[config.mk]
export PLATFORM = sky130hd
export DESIGN_NAME = hf_burst_drain
export DESIGN_NICKNAME = d
export VERILOG_FILES = /design/src/rtl/drain_pkg.sv /design/src/rtl/hf_edge_sync.sv /design/src/rtl/drain_sequencer.sv /design/src/rtl/word_capture.sv /design/src/rtl/hf_burst_drain.sv
export SDC_FILE = /design/constraint.sdc
export NUM_CORES = 1
export LEC_CHECK = 0
export BUFFER_PORTS_ARGS = -buffer_cell sky130_fd_sc_hd__buf_2
export CELL_PAD_IN_SITES_DETAIL_PLACEMENT = 0
export CELL_PAD_IN_SITES_GLOBAL_PLACEMENT = 1
export CORE_UTILIZATION = 35
export DETAILED_ROUTE_END_ITERATION = 8
export PLACE_DENSITY = 0.68
export SYNTH_ARGS = -nofsm -noshare
export SYNTH_HDL_FRONTEND = slang
export SYNTH_SLANG_ARGS = --single-unit
[constraint.sdc]
create_clock -name clk -period 6.8 [get_ports clk]
set_clock_uncertainty 0.15 [all_clocks]
set_input_delay 0.34 -clock clk [delete_from_list [all_inputs] [get_ports clk]]
set_output_delay 0.34 -clock clk [all_outputs]
set_load 0.03 [all_outputs]
[src/rtl/drain_pkg.sv]
package drain_pkg;

    localparam int DATA_W    = 32;
    localparam int BURST_LEN = 8;
    localparam int CHUNK_LEN = 32;
    localparam int BURST_GAP = 9;

    typedef enum logic [2:0] {
        ST_IDLE,
        ST_READ,
        ST_RECOV,
        ST_GAP,
        ST_RELOAD,
        ST_DONE
    } drain_state_e;

    typedef struct packed {
        logic              valid;
        logic [DATA_W-1:0] data;
    } word_beat_t;

    function automatic int max_int(input int a, input int b);
        return (a > b) ? a : b;
    endfunction

endpackage

[src/rtl/hf_edge_sync.sv]
module hf_edge_sync #(
    parameter int STAGES = 2
) (
    input  logic clk,
    input  logic rst,
    input  logic hf_n_async,
    output logic start
);
    logic [STAGES-1:0] sync_q;
    logic              prev_q;

    always_ff @(posedge clk) begin
        if (rst) begin
            sync_q <= '1;
            prev_q <= 1'b1;
        end else begin
            sync_q <= {sync_q[STAGES-2:0], hf_n_async};
            prev_q <= sync_q[STAGES-1];
        end
    end

    assign start = prev_q & ~sync_q[STAGES-1];

    // a single falling edge yields a single start request
    assert_single_start_R2: assert property (@(posedge clk) disable iff (rst)
        start |=> !start);

endmodule

[src/rtl/drain_sequencer.sv]
module drain_sequencer
    import drain_pkg::*;
#(
    parameter int ACW        = 4,
    parameter int WW         = 15,
    parameter int CAP        = 8192,
    parameter int RELOAD_GAP = 4
) (
    input  logic          clk,
    input  logic          rst,
    input  logic          start,
    input  logic [ACW-1:0] access_cycles,
    input  logic [WW-1:0]  xfer_words,
    output logic          strobe,
    output logic          cap_en,
    output logic          done,
    output logic          busy
);
    localparam int POS_W   = $clog2(CHUNK_LEN);
    localparam int BEAT_W  = $clog2(BURST_LEN);
    localparam int GAP_MAX = max_int(BURST_GAP, RELOAD_GAP);
    localparam int GAP_W   = $clog2(GAP_MAX + 1);
    localparam logic [WW-1:0]    CAP_V       = WW'(CAP);
    localparam logic [GAP_W-1:0] GAP_END     = GAP_W'(BURST_GAP - 1);
    localparam logic [GAP_W-1:0] RELOAD_END  = GAP_W'((RELOAD_GAP > 0) ? RELOAD_GAP - 1 : 0);

    drain_state_e       state_q, state_d;
    logic [ACW-1:0]     acc_len_q, acc_cnt_q, acc_new;
    logic [WW-1:0]      goal_q, words_q, goal_new;
    logic [POS_W-1:0]   pos_q;
    logic [GAP_W-1:0]   gap_q;
    logic               reload_q;
    logic               access_last, last_word, burst_end, chunk_end;
    logic               gap_last, reload_last;

    always_comb begin
        acc_new     = (access_cycles == '0) ? ACW'(1) : access_cycles;
        goal_new    = (xfer_words > CAP_V) ? CAP_V : xfer_words;
        access_last = (state_q == ST_READ) && (acc_cnt_q == acc_len_q - ACW'(1));
        last_word   = (words_q + WW'(1)) == goal_q;
        burst_end   = &pos_q[BEAT_W-1:0];
        chunk_end   = &pos_q;
        gap_last    = gap_q == GAP_END;
        reload_last = gap_q == RELOAD_END;
    end

    always_comb begin
        state_d = state_q;
        unique case (state_q)
            ST_IDLE:   if (start) state_d = (goal_new == '0) ? ST_DONE : ST_READ;
            ST_READ: begin
                if (access_last) begin
                    if (last_word)      state_d = ST_DONE;
                    else if (burst_end) state_d = ST_GAP;
                    else                state_d = ST_RECOV;
                end
            end
            ST_RECOV:  state_d = ST_READ;
            ST_GAP: begin
                if (gap_last)
                    state_d = (reload_q && (RELOAD_GAP > 0)) ? ST_RELOAD : ST_READ;
            end
            ST_RELOAD: if (reload_last) state_d = ST_READ;
            ST_DONE:   state_d = ST_IDLE;
            default:   state_d = ST_IDLE;
        endcase
    end

    always_ff @(posedge clk) begin
        if (rst) begin
            state_q   <= ST_IDLE;
            acc_len_q <= ACW'(1);
            acc_cnt_q <= '0;
            goal_q    <= '0;
            words_q   <= '0;
            pos_q     <= '0;
            gap_q     <= '0;
            reload_q  <= 1'b0;
        end else begin
            state_q <= state_d;
            if ((state_q == ST_GAP || state_q == ST_RELOAD) && state_d == state_q)
                gap_q <= gap_q + GAP_W'(1);
            else
                gap_q <= '0;
            unique case (state_q)
                ST_IDLE: begin
                    if (start) begin
                        acc_len_q <= acc_new;
                        goal_q    <= goal_new;
                        words_q   <= '0;
                        pos_q     <= '0;
                        acc_cnt_q <= '0;
                        reload_q  <= 1'b0;
                    end
                end
                ST_READ: begin
                    if (access_last) begin
                        acc_cnt_q <= '0;
                        words_q   <= words_q + WW'(1);
                        pos_q     <= pos_q + POS_W'(1);
                        reload_q  <= chunk_end;
                    end else begin
                        acc_cnt_q <= acc_cnt_q + ACW'(1);
                    end
                end
                default: ;
            endcase
        end
    end

    assign strobe = (state_q == ST_READ);
    assign cap_en = access_last;
    assign done   = (state_q == ST_DONE);
    assign busy   = (state_q != ST_IDLE);

    // the access counter never runs past the captured access length
    assert_access_len_R3: assert property (@(posedge clk) disable iff (rst)
        (state_q == ST_READ) |-> (acc_cnt_q < acc_len_q));

    // words read never exceed the clamped goal
    assert_word_cap_R7: assert property (@(posedge clk) disable iff (rst)
        (words_q <= goal_q) && (goal_q <= CAP_V));

    // the reload window is only entered after a chunk boundary
    assert_reload_after_chunk_R6: assert property (@(posedge clk) disable iff (rst)
        (state_q == ST_RELOAD) |-> reload_q);

endmodule

[src/rtl/word_capture.sv]
module word_capture
    import drain_pkg::*;
(
    input  logic              clk,
    input  logic              rst,
    input  logic              cap_en,
    input  logic              strobe,
    input  logic              fifo_empty,
    input  logic [DATA_W-1:0] rd_data,
    output logic              out_valid,
    output logic [DATA_W-1:0] out_data,
    output logic              underflow
);
    word_beat_t beat_q;
    logic       und_q;

    always_ff @(posedge clk) begin
        if (rst) begin
            beat_q <= '0;
            und_q  <= 1'b0;
        end else begin
            beat_q.valid <= cap_en;
            if (cap_en) beat_q.data <= rd_data;
            if (strobe && fifo_empty) und_q <= 1'b1;
        end
    end

    assign out_valid = beat_q.valid;
    assign out_data  = beat_q.data;
    assign underflow = und_q;

    // the error bit never clears outside reset
    assert_underflow_sticky_R10: assert property (@(posedge clk) disable iff (rst)
        und_q |=> und_q);

    // a valid word always follows a cycle with the read strobe active
    assert_valid_after_read_R8: assert property (@(posedge clk) disable iff (rst)
        beat_q.valid |-> $past(strobe));

endmodule

[src/rtl/hf_burst_drain.sv]
module hf_burst_drain
    import drain_pkg::*;
#(
    parameter int FIFO_DEPTH  = 16384,
    parameter int ACW         = 4,
    parameter int RELOAD_GAP  = 4,
    parameter int SYNC_STAGES = 2,
    parameter int WW          = $clog2(FIFO_DEPTH) + 1
) (
    input  logic              clk,
    input  logic              rst,
    input  logic              hf_n,
    input  logic              fifo_empty,
    input  logic [DATA_W-1:0] rd_data,
    input  logic [ACW-1:0]    access_cycles,
    input  logic [WW-1:0]     xfer_words,
    output logic              cs_n,
    output logic              rd_n,
    output logic              out_valid,
    output logic [DATA_W-1:0] out_data,
    output logic              done,
    output logic              busy,
    output logic              underflow
);
    localparam int CAP = FIFO_DEPTH / 2;

    logic start, strobe, cap_en;

    hf_edge_sync #(.STAGES(SYNC_STAGES)) u_sync (
        .clk        (clk),
        .rst        (rst),
        .hf_n_async (hf_n),
        .start      (start)
    );

    drain_sequencer #(
        .ACW        (ACW),
        .WW         (WW),
        .CAP        (CAP),
        .RELOAD_GAP (RELOAD_GAP)
    ) u_seq (
        .clk           (clk),
        .rst           (rst),
        .start         (start),
        .access_cycles (access_cycles),
        .xfer_words    (xfer_words),
        .strobe        (strobe),
        .cap_en        (cap_en),
        .done          (done),
        .busy          (busy)
    );

    word_capture u_cap (
        .clk        (clk),
        .rst        (rst),
        .cap_en     (cap_en),
        .strobe     (strobe),
        .fifo_empty (fifo_empty),
        .rd_data    (rd_data),
        .out_valid  (out_valid),
        .out_data   (out_data),
        .underflow  (underflow)
    );

    assign cs_n = ~strobe;
    assign rd_n = ~strobe;

    // strobes stay inactive while no transfer runs
    assert_quiet_when_idle_R11: assert property (@(posedge clk) disable iff (rst)
        !busy |-> (cs_n && rd_n));

    // completion is a single-cycle pulse and ends the busy period
    assert_done_pulse_R9: assert property (@(posedge clk) disable iff (rst)
        done |=> (!done && !busy));

    // a start request is only honoured while idle
    assert_start_from_idle_R2: assert property (@(posedge clk) disable iff (rst)
        (start && busy) |=> busy || $past(done));

endmodule

==> Word level (Yosys, flattened, before mapping) <==
Index checks and enable logic that the tools add are counted.
{ "op_classes": {"mul": 0, "shifts": 0, "addsub": 5, "magnitude_cmp": 1, "reduce_logical": 15, "div": 0, "mux": 23, "n_bitwise": 4, "eq_ne": 12} }
{ "ops": {"columns": ["cell", "n"], "rows": [
  ["$mux 15", 3],
  ["$pmux 15 s2", 1],
  ["$mux 3", 7],
  ["$add 15x1->15 const B", 1],
  ["$eq 15x15->1", 1],
  ["$gt 15x14->1 const B", 1],
  ["$logic_not 15->1", 1],
  ["$pmux 3 s5", 1],
  ["$mux 4", 3],
  ["$mux 5", 2],
  ["$pmux 5 s2", 1],
  ["$add 4x1->4 const B", 2],
  ["$pmux 4 s2", 1],
  ["$eq 3x2->1 const B", 2],
  ["$eq 3x3->1 const B", 2],
  ["$reduce_and 3->1", 2],
  ["$add 5x1->5 const B", 1],
  ["$reduce_and 5->1", 1],
  ["$eq 4x2->1 const B", 1],
  ["$eq 4x4->1", 1],
  ["$eq 4x4->1 const B", 1],
  ["$logic_not 4->1", 1],
  ["$reduce_and 2->1", 2],
  ["$sub 4x1->4 const B", 1],
  ["14 further kinds", 20]
]} }
{ "totals": {"latch_bits": 0, "reg_bits": 88, "rom_bits": 0, "mem_bits_rw": 0, "inputBits": 55, "output_inout_bits": 38, "n_memories": 0, "elab_cells": 73} }

==> Logic depth before layout (Yosys ltp) <==
Gate-level depths: netlist of run 1.
{ "logic_depth": {"depth_word": 10, "depth_mapped": 12, "mapped_depth_nobuf": 9} }

==> Modules after synthesis <==
Synthesis of run 1 repeated with hierarchy kept, for this count alone.
{ "hier_totals": {"hier_cells": 460, "area_unflattened_um2": 4166.5} }
{ "modules_own_cells": {"columns": ["mod", "seq_area_each_um2", "cells_per_inst", "area_per_inst_um2", "n_inst"], "rows": [
  ["drain_sequencer", 1021.0, 342, 2845.2, 1],
  ["word_capture", 680.7, 109, 1224.9, 1],
  ["hf_edge_sync", 60.1, 7, 85.1, 1],
  ["hf_burst_drain", 0.0, 2, 11.3, 1]
]} }

==> Least setup slack after synthesis of run 1 <==
No wires, ideal clock.
{ "synth_path": {"path_type": "register to register", "from": "register u_seq.words_q[0]", "to": "register u_seq.state_q[1]", "n_path_buf": 1, "stages_incl_launch_ff": 9, "slack_ps": 4592, "required_ps": 6531, "setup_time_ps": 119, "arrival_ps": 1940, "synth_period_minus_slack_ps": 2208, "cell_sequence": "dfxtp_1 ha_1 buf_2 o21ba_2 a221oi_1 o221ai_1 a2111oi_4 nand3_1 o221a_1"} }
{ "synth_via": {"elab_chain_cells": 5} }
{ "synth_rtl": {"columns": ["element", "line_no", "text"], "rows": [
  ["start, declared", "drain_sequencer.sv:29", "logic [WW-1:0] goal_q, words_q, goal_new;"],
  ["start signal, assigned", "drain_sequencer.sv:99", "words_q <= words_q + WW'(1);"],
  ["$add 15x1->15", "drain_sequencer.sv:40", "last_word = (words_q + WW'(1)) == goal_q;"],
  ["$eq 15x15->1", "drain_sequencer.sv:40", null],
  ["$mux 3", "drain_sequencer.sv:53", "if (last_word) state_d = ST_DONE;"],
  ["$mux 3", "drain_sequencer.sv:52", "if (access_last) begin"],
  ["$pmux 3 s5", "drain_sequencer.sv:49", "unique case (state_q)"],
  ["end signal, assigned", "drain_sequencer.sv:80", "state_q <= state_d;"],
  ["end, declared", "drain_sequencer.sv:27", "drain_state_e state_q, state_d;"]
]} }
No other way between the ends.
A chain may end at the register's enable or synchronous reset.

==> Worst setup path in the final report of run 1 <==
{ "layout_path": {"from": "register u_seq.acc_len_q[0]", "to": "register u_seq.words_q[8]"} }
{ "layout_via": {"elab_chain_cells": 5} }
{ "layout_rtl": {"columns": ["element", "line_no", "text"], "rows": [
  ["start, declared", "drain_sequencer.sv:28", "logic [ACW-1:0] acc_len_q, acc_cnt_q, acc_new;"],
  ["start signal, assigned", "drain_sequencer.sv:88", "acc_len_q <= acc_new;"],
  ["$sub 4x1->4", "drain_sequencer.sv:39", "access_last = (state_q == ST_READ) && (acc_cnt_q == acc_len_q - ACW'(1));"],
  ["$eq 4x4->1", "drain_sequencer.sv:39", null],
  ["$logic_and 1x1->1", "drain_sequencer.sv:39", null],
  ["$ne 2x1->1 (no source line)", null, null],
  ["$reduce_and 3->1 (no source line)", null, null]
]} }
No other way between the ends.

==> impl_metrics.yaml, run 1 <==
run_status:
  outcome: "completed"
timing:
  slew_violations: 0
  finalCriticalPeriod_ps: 2500
  finalHoldViolCount: 0
  setup_viol: 0
  fin_tns_setup_ps: 0
  max_freq_ghz: 0.400
  tightestPinTransition_ps: 834
  rsz0062_at_grt: "false"
  finalCritPeriodShare_pct: 36.8
  slew_headroom_pct: 44.0
worst_hold_path:
  worstHoldStart: "hf_n"
  hold_path_depth: 2
  hold_end: "u_sync.sync_q[0]"
  hold_path_class: "in2reg"
clocking:
  cts_sinks: 88
  cts_tree: "done"
  holdBufCountCts: 0
  worstSkewPairLatency_ps: 340
  cts_inserted_buffers: 9
  cts_max_path_buffers: 2
  path_clk_slew_ps: 60
  htree_levels: 3
  cts_resized: 0
  cts_setup_buffers: 0
  cts-root-buf: "clkbuf_16"
drt:
  avgRoutedWirePerCell_um: 14.9
  route.met2.wl_um: 4510
  drcViolationCount: 0
  drtAntennaViolNets: 0
  wl_met3_um: 471
  vias_per_cell: 5.11
  num_vias: 3349
  top_layer_used: "met4"
  wl_met1_um: 4690
  drtIter0Drc: 126
  drt_wl_total_um: 9770
  first_pass_iters: 4
floorplanning:
  ioPinCount: 93
  core_area_um2: 11500
  die_w_um: 111
  die_area_um2: 12200
  placement_rows: 39
  initial_core_util_pct: 36.0
  die_y_um: 111
layout:
  finalNonFillerCells: 655
  drive_above_1_share_pct: 27.1
  final_cell_mix: "92 x buf_2, 88 x dfxtp_1, 57 x nor2_1"
  finalNetCount: 570
  fin_util_pct: 43.7
  n_antenna_cell: 0
  fill_cells: 1105
  final_common_cell: "buf_2"
  area.growth.synth_to_final_pct: 21.5
yosys:
  syn_area_per_cell_um2: 9.71
  synth_edf_count: 0
  syn-num-nets: 488
  synth_top_area_share_pct: 42.7
  synth.largest_area_cell: "dfxtp_1"
  async_flop_share_pct: 0
  ys_types: 72
  ys_seq_area_share_pct: 42.7
  netlist_area_um2: 4130
  synthFlopType: "dfxtp_1"
  syn_inst: 425
  synth.area.top_cells: "dfxtp_1 43%, mux2i_1 8.5%, nor2_1 5.2%"
  ys_seq_elements: 88
  yosys_warnings: 0
worst_setup_path:
  worstPathCellList: "inv_1 > ha_1 > xnor2_1 > nor2_1 > a31oi_2 > o21ai_1 > a31oi_1"
  critPathKind: "reg2reg"
  arrival_ps: 2540
  reg2reg_to: "u_seq.words_q[8]"
  rrSetupSlack_ps: 4300
  start_kind: "flip-flop"
  slowest_stage: "o21ai_1"
  critPathMaxStageDelay_ps: 730
  endpoint_kind: "flip-flop"
  r2r-start: "u_seq.acc_len_q[0]"
  required_ps: 6830
  reg2reg_depth: 7
  critical_path.max_fanout: 10
placement:
  dpl.cell_count: 639
  place.gp.congestion: 0.817
  port_buffers: 92
  dp_hpwl_um: 6990
pwr:
  powerDensity_nw_per_um2: 282
  peakVddDrop_uv: 123
  leakage_nw: 2.08
grt:
  antenna_found_initial: 0
  grt_max_degree: 52
  grt_pass1_vias: 3291
  grt_first_pass_wirelength_um: 16300
  grt.total_usage_pct: 16.7
  grt_overflow_total: 0
job:
  maxCapViolations: 0
-- registers in the layout (all words and copies together), names as in the netlist, 2 cells and up --
| signal | flops |
|---|---|
| u_seq.acc_len_q | 4 |
| u_sync.sync_q | 2 |
| u_seq.gap_q | 4 |
| u_cap.out_data | 32 |
| u_seq.state_q | 3 |
| u_seq.goal_q | 15 |
| u_seq.acc_cnt_q | 4 |
| u_seq.pos_q | 5 |
| u_seq.words_q | 15 |
-- area by class of cell --
cell class	instances	area, µm²	share of cell area (%)
Multi-Input combinational cell	296	2160	43.1
Sequential cell	88	1760	35.1
Timing Repair Buffer	95	483	9.63
Clock buffer	9	225	4.49
Tap cell	143	179	3.57
Clock inverter	7	143	2.84
Inverter	17	63.8	1.27
-- metal layers --
layer  vias to the layer above  track usage, %
met3                         7            4.50
met1                      1575            22.1
met5                         -               0
met2                        78            26.6
met4                         0            5.24
li1                       1689               -
-- report_power, final --
part	total, mW	switching [mW]	internal [mW]
Sequential	0.566	0.0215	0.544
Clock	0.607	0.210	0.397
Combinational	0.240	0.153	0.0878
Total	1.41	0.384	1.03
-- cell families (layout without fill, tap and decap cells) --
group / after synthesis / after routing / synth area share [%]
AND/OR/NAND/NOR: 135 / 135 / 18.2
AO/OA/AOI/OAI: 89 / 89 / 16.6
flip-flops: 88 / 88 / 42.7
buffers and inverters: 41 / 128 / 5.03
multiplexers: 35 / 35 / 8.49
XOR/XNOR: 29 / 29 / 6.52
adder cells (fa/ha/maj): 8 / 8 / 2.43
-- how the worst max path moves through the flow --
stage / startpoint / endpoint / slack [ps]
floorplan: u_seq.words_q[0] / u_seq.state_q[1] / 4590
global placement: xfer_words[0] / u_seq.goal_q[9] / 4280
detailed placement: xfer_words[0] / u_seq.goal_q[8] / 4290
CTS: u_seq.acc_len_q[0] / u_seq.words_q[8] / 4300
global route: u_seq.words_q[0] / u_seq.state_q[1] / 4100
finish: u_seq.acc_len_q[0] / u_seq.words_q[8] / 4300
-- cells in the mapped netlist, types with 3 or more instances --
master / n
a21oi_1: 16
nor2_1: 57
or2_2: 3
ha_1: 8
nor3_1: 11
inv_1: 15
a211oi_1: 4
o21a_1: 5
nand3_1: 12
clkbuf_1: 6
nand4_1: 4
nand2_2: 4
xor2_1: 11
a22o_1: 18
buf_2: 9
o21ai_0: 9
nand2_1: 12
xnor2_1: 17
nor4_1: 3
dfxtp_1: 88
mux2i_1: 35
buf_4: 4
a21o_1: 5
a31oi_1: 6
-- worst max-delay path, delay by kind of cell, from the launching register on --
family / cells / cell delay [ps]
XOR/XNOR: 1 / 130
AO/OA/AOI/OAI: 3 / 1130
AND/OR/NAND/NOR: 1 / 160
buffers and inverters: 1 / 60
flip-flops: 1 / 390
adder cells (fa/ha/maj): 1 / 310
-- metrics by stage --
| stage | power [mW] | area (µm²) | hold slack [ps] | setup WS, ps |
|---|---|---|---|---|
| 2_1_floorplan | 0.754 | 4130 | 239 | 4590 |
| 3_3_place_gp | 0.817 | 4650 | 249 | 4280 |
| 3_5_place_dp | 0.819 | 4650 | 248 | 4290 |
| 4_1_cts | 1.43 | 5010 | 17.3 | 4300 |
| 5_1_grt | 1.48 | 5010 | 30.5 | 4100 |
| 6_report | 1.41 | 5010 | 31.1 | 4300 |
Power figures use the tool's default switching activity.
==> run 2, diff against run 1 <==
clock period = 2.4 ns   (was 6.8 ns; I/O delays follow)
==> impl_metrics.yaml, run 2 (synthesis gave the netlist of run 1 again) <==
grt:
  grt_first_pass_wirelength_um: 17500
  antenna_found_initial: 0
  grt_pass1_vias: 3647
  grt.total_usage_pct: 17.5
  grt_overflow_total: 0
  grt_max_degree: 37
worst_setup_path:
  arrival_ps: 2390
  reg2reg_depth: 7
  rrSetupSlack_ps: 100
  r2r-start: "u_seq.words_q[1]"
  required_ps: 2480
  start_kind: "flip-flop"
  critPathKind: "reg2reg"
  endpoint_kind: "flip-flop"
  reg2reg_to: "u_seq.state_q[1]"
  startpoint: "u_seq.words_q[1]"
  critical_path.max_fanout: 8
floorplanning:
  die_w_um: 111
  placement_rows: 39
  ioPinCount: 93
  die_area_um2: 12200
  core_area_um2: 11500
  die_y_um: 111
  initial_core_util_pct: 36.0
pwr:
  powerDensity_nw_per_um2: 672
  leakage_nw: 2.36
  peakVddDrop_uv: 427
  finalPower_mw: 3.77
placement:
  place.gp.congestion: 0.831
  port_buffers: 92
  dpl.cell_count: 654
  dpl_cell_area_um2: 4770
  dp_hpwl_um: 7120
layout:
  finalNonFillerCells: 723
  multi_input_area_um2: 2170
  finalNetCount: 638
  fill_cells: 1049
  drive_above_1_share_pct: 26.9
  area.growth.synth_to_final_pct: 35.8
  final_common_cell: "buf_2"
  final_cell_mix: "92 x buf_2, 88 x dfxtp_1, 57 x nor2_1"
  largest_reg_flops: 32
  fin_util_pct: 48.9
  n_antenna_cell: 0
  postLayoutCellArea_um2: 5610
  seqCellArea_um2: 1760
drt:
  drtIter0Drc: 128
  drcViolationCount: 0
  drt_wl_total_um: 10400
  num_vias: 3636
  vias_per_cell: 5.03
  first_pass_iters: 4
  drtAntennaViolNets: 0
  avgRoutedWirePerCell_um: 14.3
clocking:
  path_clk_slew_ps: 70
  cts_inserted_buffers: 9
  worstSkewPairLatency_ps: 340
  cts_max_path_buffers: 2
  cts-root-buf: "clkbuf_16"
  cts_tree: "done"
  cts_setup_buffers: 0
  cts_sinks: 88
  htree_levels: 3
timing:
  fin_tns_setup_ps: 0
  finalCritPeriodShare_pct: 96.0
  finalCriticalPeriod_ps: 2300
  slew_violations: 0
  slew_headroom_pct: 50.4
  finalHoldViolCount: 0
  setup_viol: 0
  tightestPinTransition_ps: 745
  max_freq_ghz: 0.434
job:
  maxCapViolations: 0
worst_hold_path:
  worstHoldStart: "xfer_words[14]"
  hold_path_class: "in2reg"
  hold_end: "u_seq.state_q[2]"
  hold_path_depth: 4
run_status:
  outcome: "completed"
## run 2: cell types whose count changed in the layout (fill, tap and decap cells not counted), moves of 2 or more
cell	change
bufinv_16	-4
inv_8	+2
clkinvlp_4	+2
dlygate4sd3_1	+53
buf_4	+14
## run 2: worst max-delay path by stage
stage / slack, ps / end / depth (start not counted)
after global placement: 150 / u_seq.state_q[1] / 7
after global routing: -20 / u_seq.state_q[1] / 7
final: 100 / u_seq.state_q[1] / 7
after floorplan: 190 / u_seq.state_q[1] / 8
after detailed placement: 70 / u_seq.state_q[1] / 7
after CTS: 50 / u_seq.state_q[1] / 7
## run 2: report_power, final
part           switching, mW  internal [mW]
logic                  0.462          0.337
registers             0.0549           1.54
clock network          0.648          0.726
## run 2: layout make-up
cell class	count	area share, %
Inverter	17	1.18
Multi-Input combinational cell	296	38.7
Tap cell	143	3.19
Sequential cell	88	31.4
Timing Repair Buffer	163	20.3
Clock inverter	7	1.14
Clock buffer	9	4.02
## run 2: worst max-delay path: stages, from the launching register on
cell,delay [ps]
dfxtp_1,430
ha_2,310
nand4_2,250
or3_1,400
a32oi_1,210
a32o_1,170
nand2_1,70
o221a_1,210
## run 2: repair_timing
action | 4_1_cts | 5_1_grt
gates resized for setup | 0 | 5
hold buffers | 53 | 0
endpoints found under the hold margin | 52 | 0
endpoints found under the setup margin | 0 | 9
## run 2: metal layers
layer / up-vias / part of all wire, % / track usage (%) / routed length [µm]
met5: - / 0 / 0 / 0
met4: 0 / 1.4 / 6.13 / 150
met3: 9 / 4.3 / 3.18 / 448
met2: 85 / 46 / 28.7 / 4810
met1: 1729 / 48 / 23.1 / 4960
li1: 1813 / - / - / -
## run 2: through the flow
stage          hold WS (ps)  setup WS [ps]
2_1_floorplan          73.8            192
3_3_place_gp            159            147
3_5_place_dp            155           65.2
4_1_cts                 109           47.9
5_1_grt                 133          -15.2
6_report                123           96.0
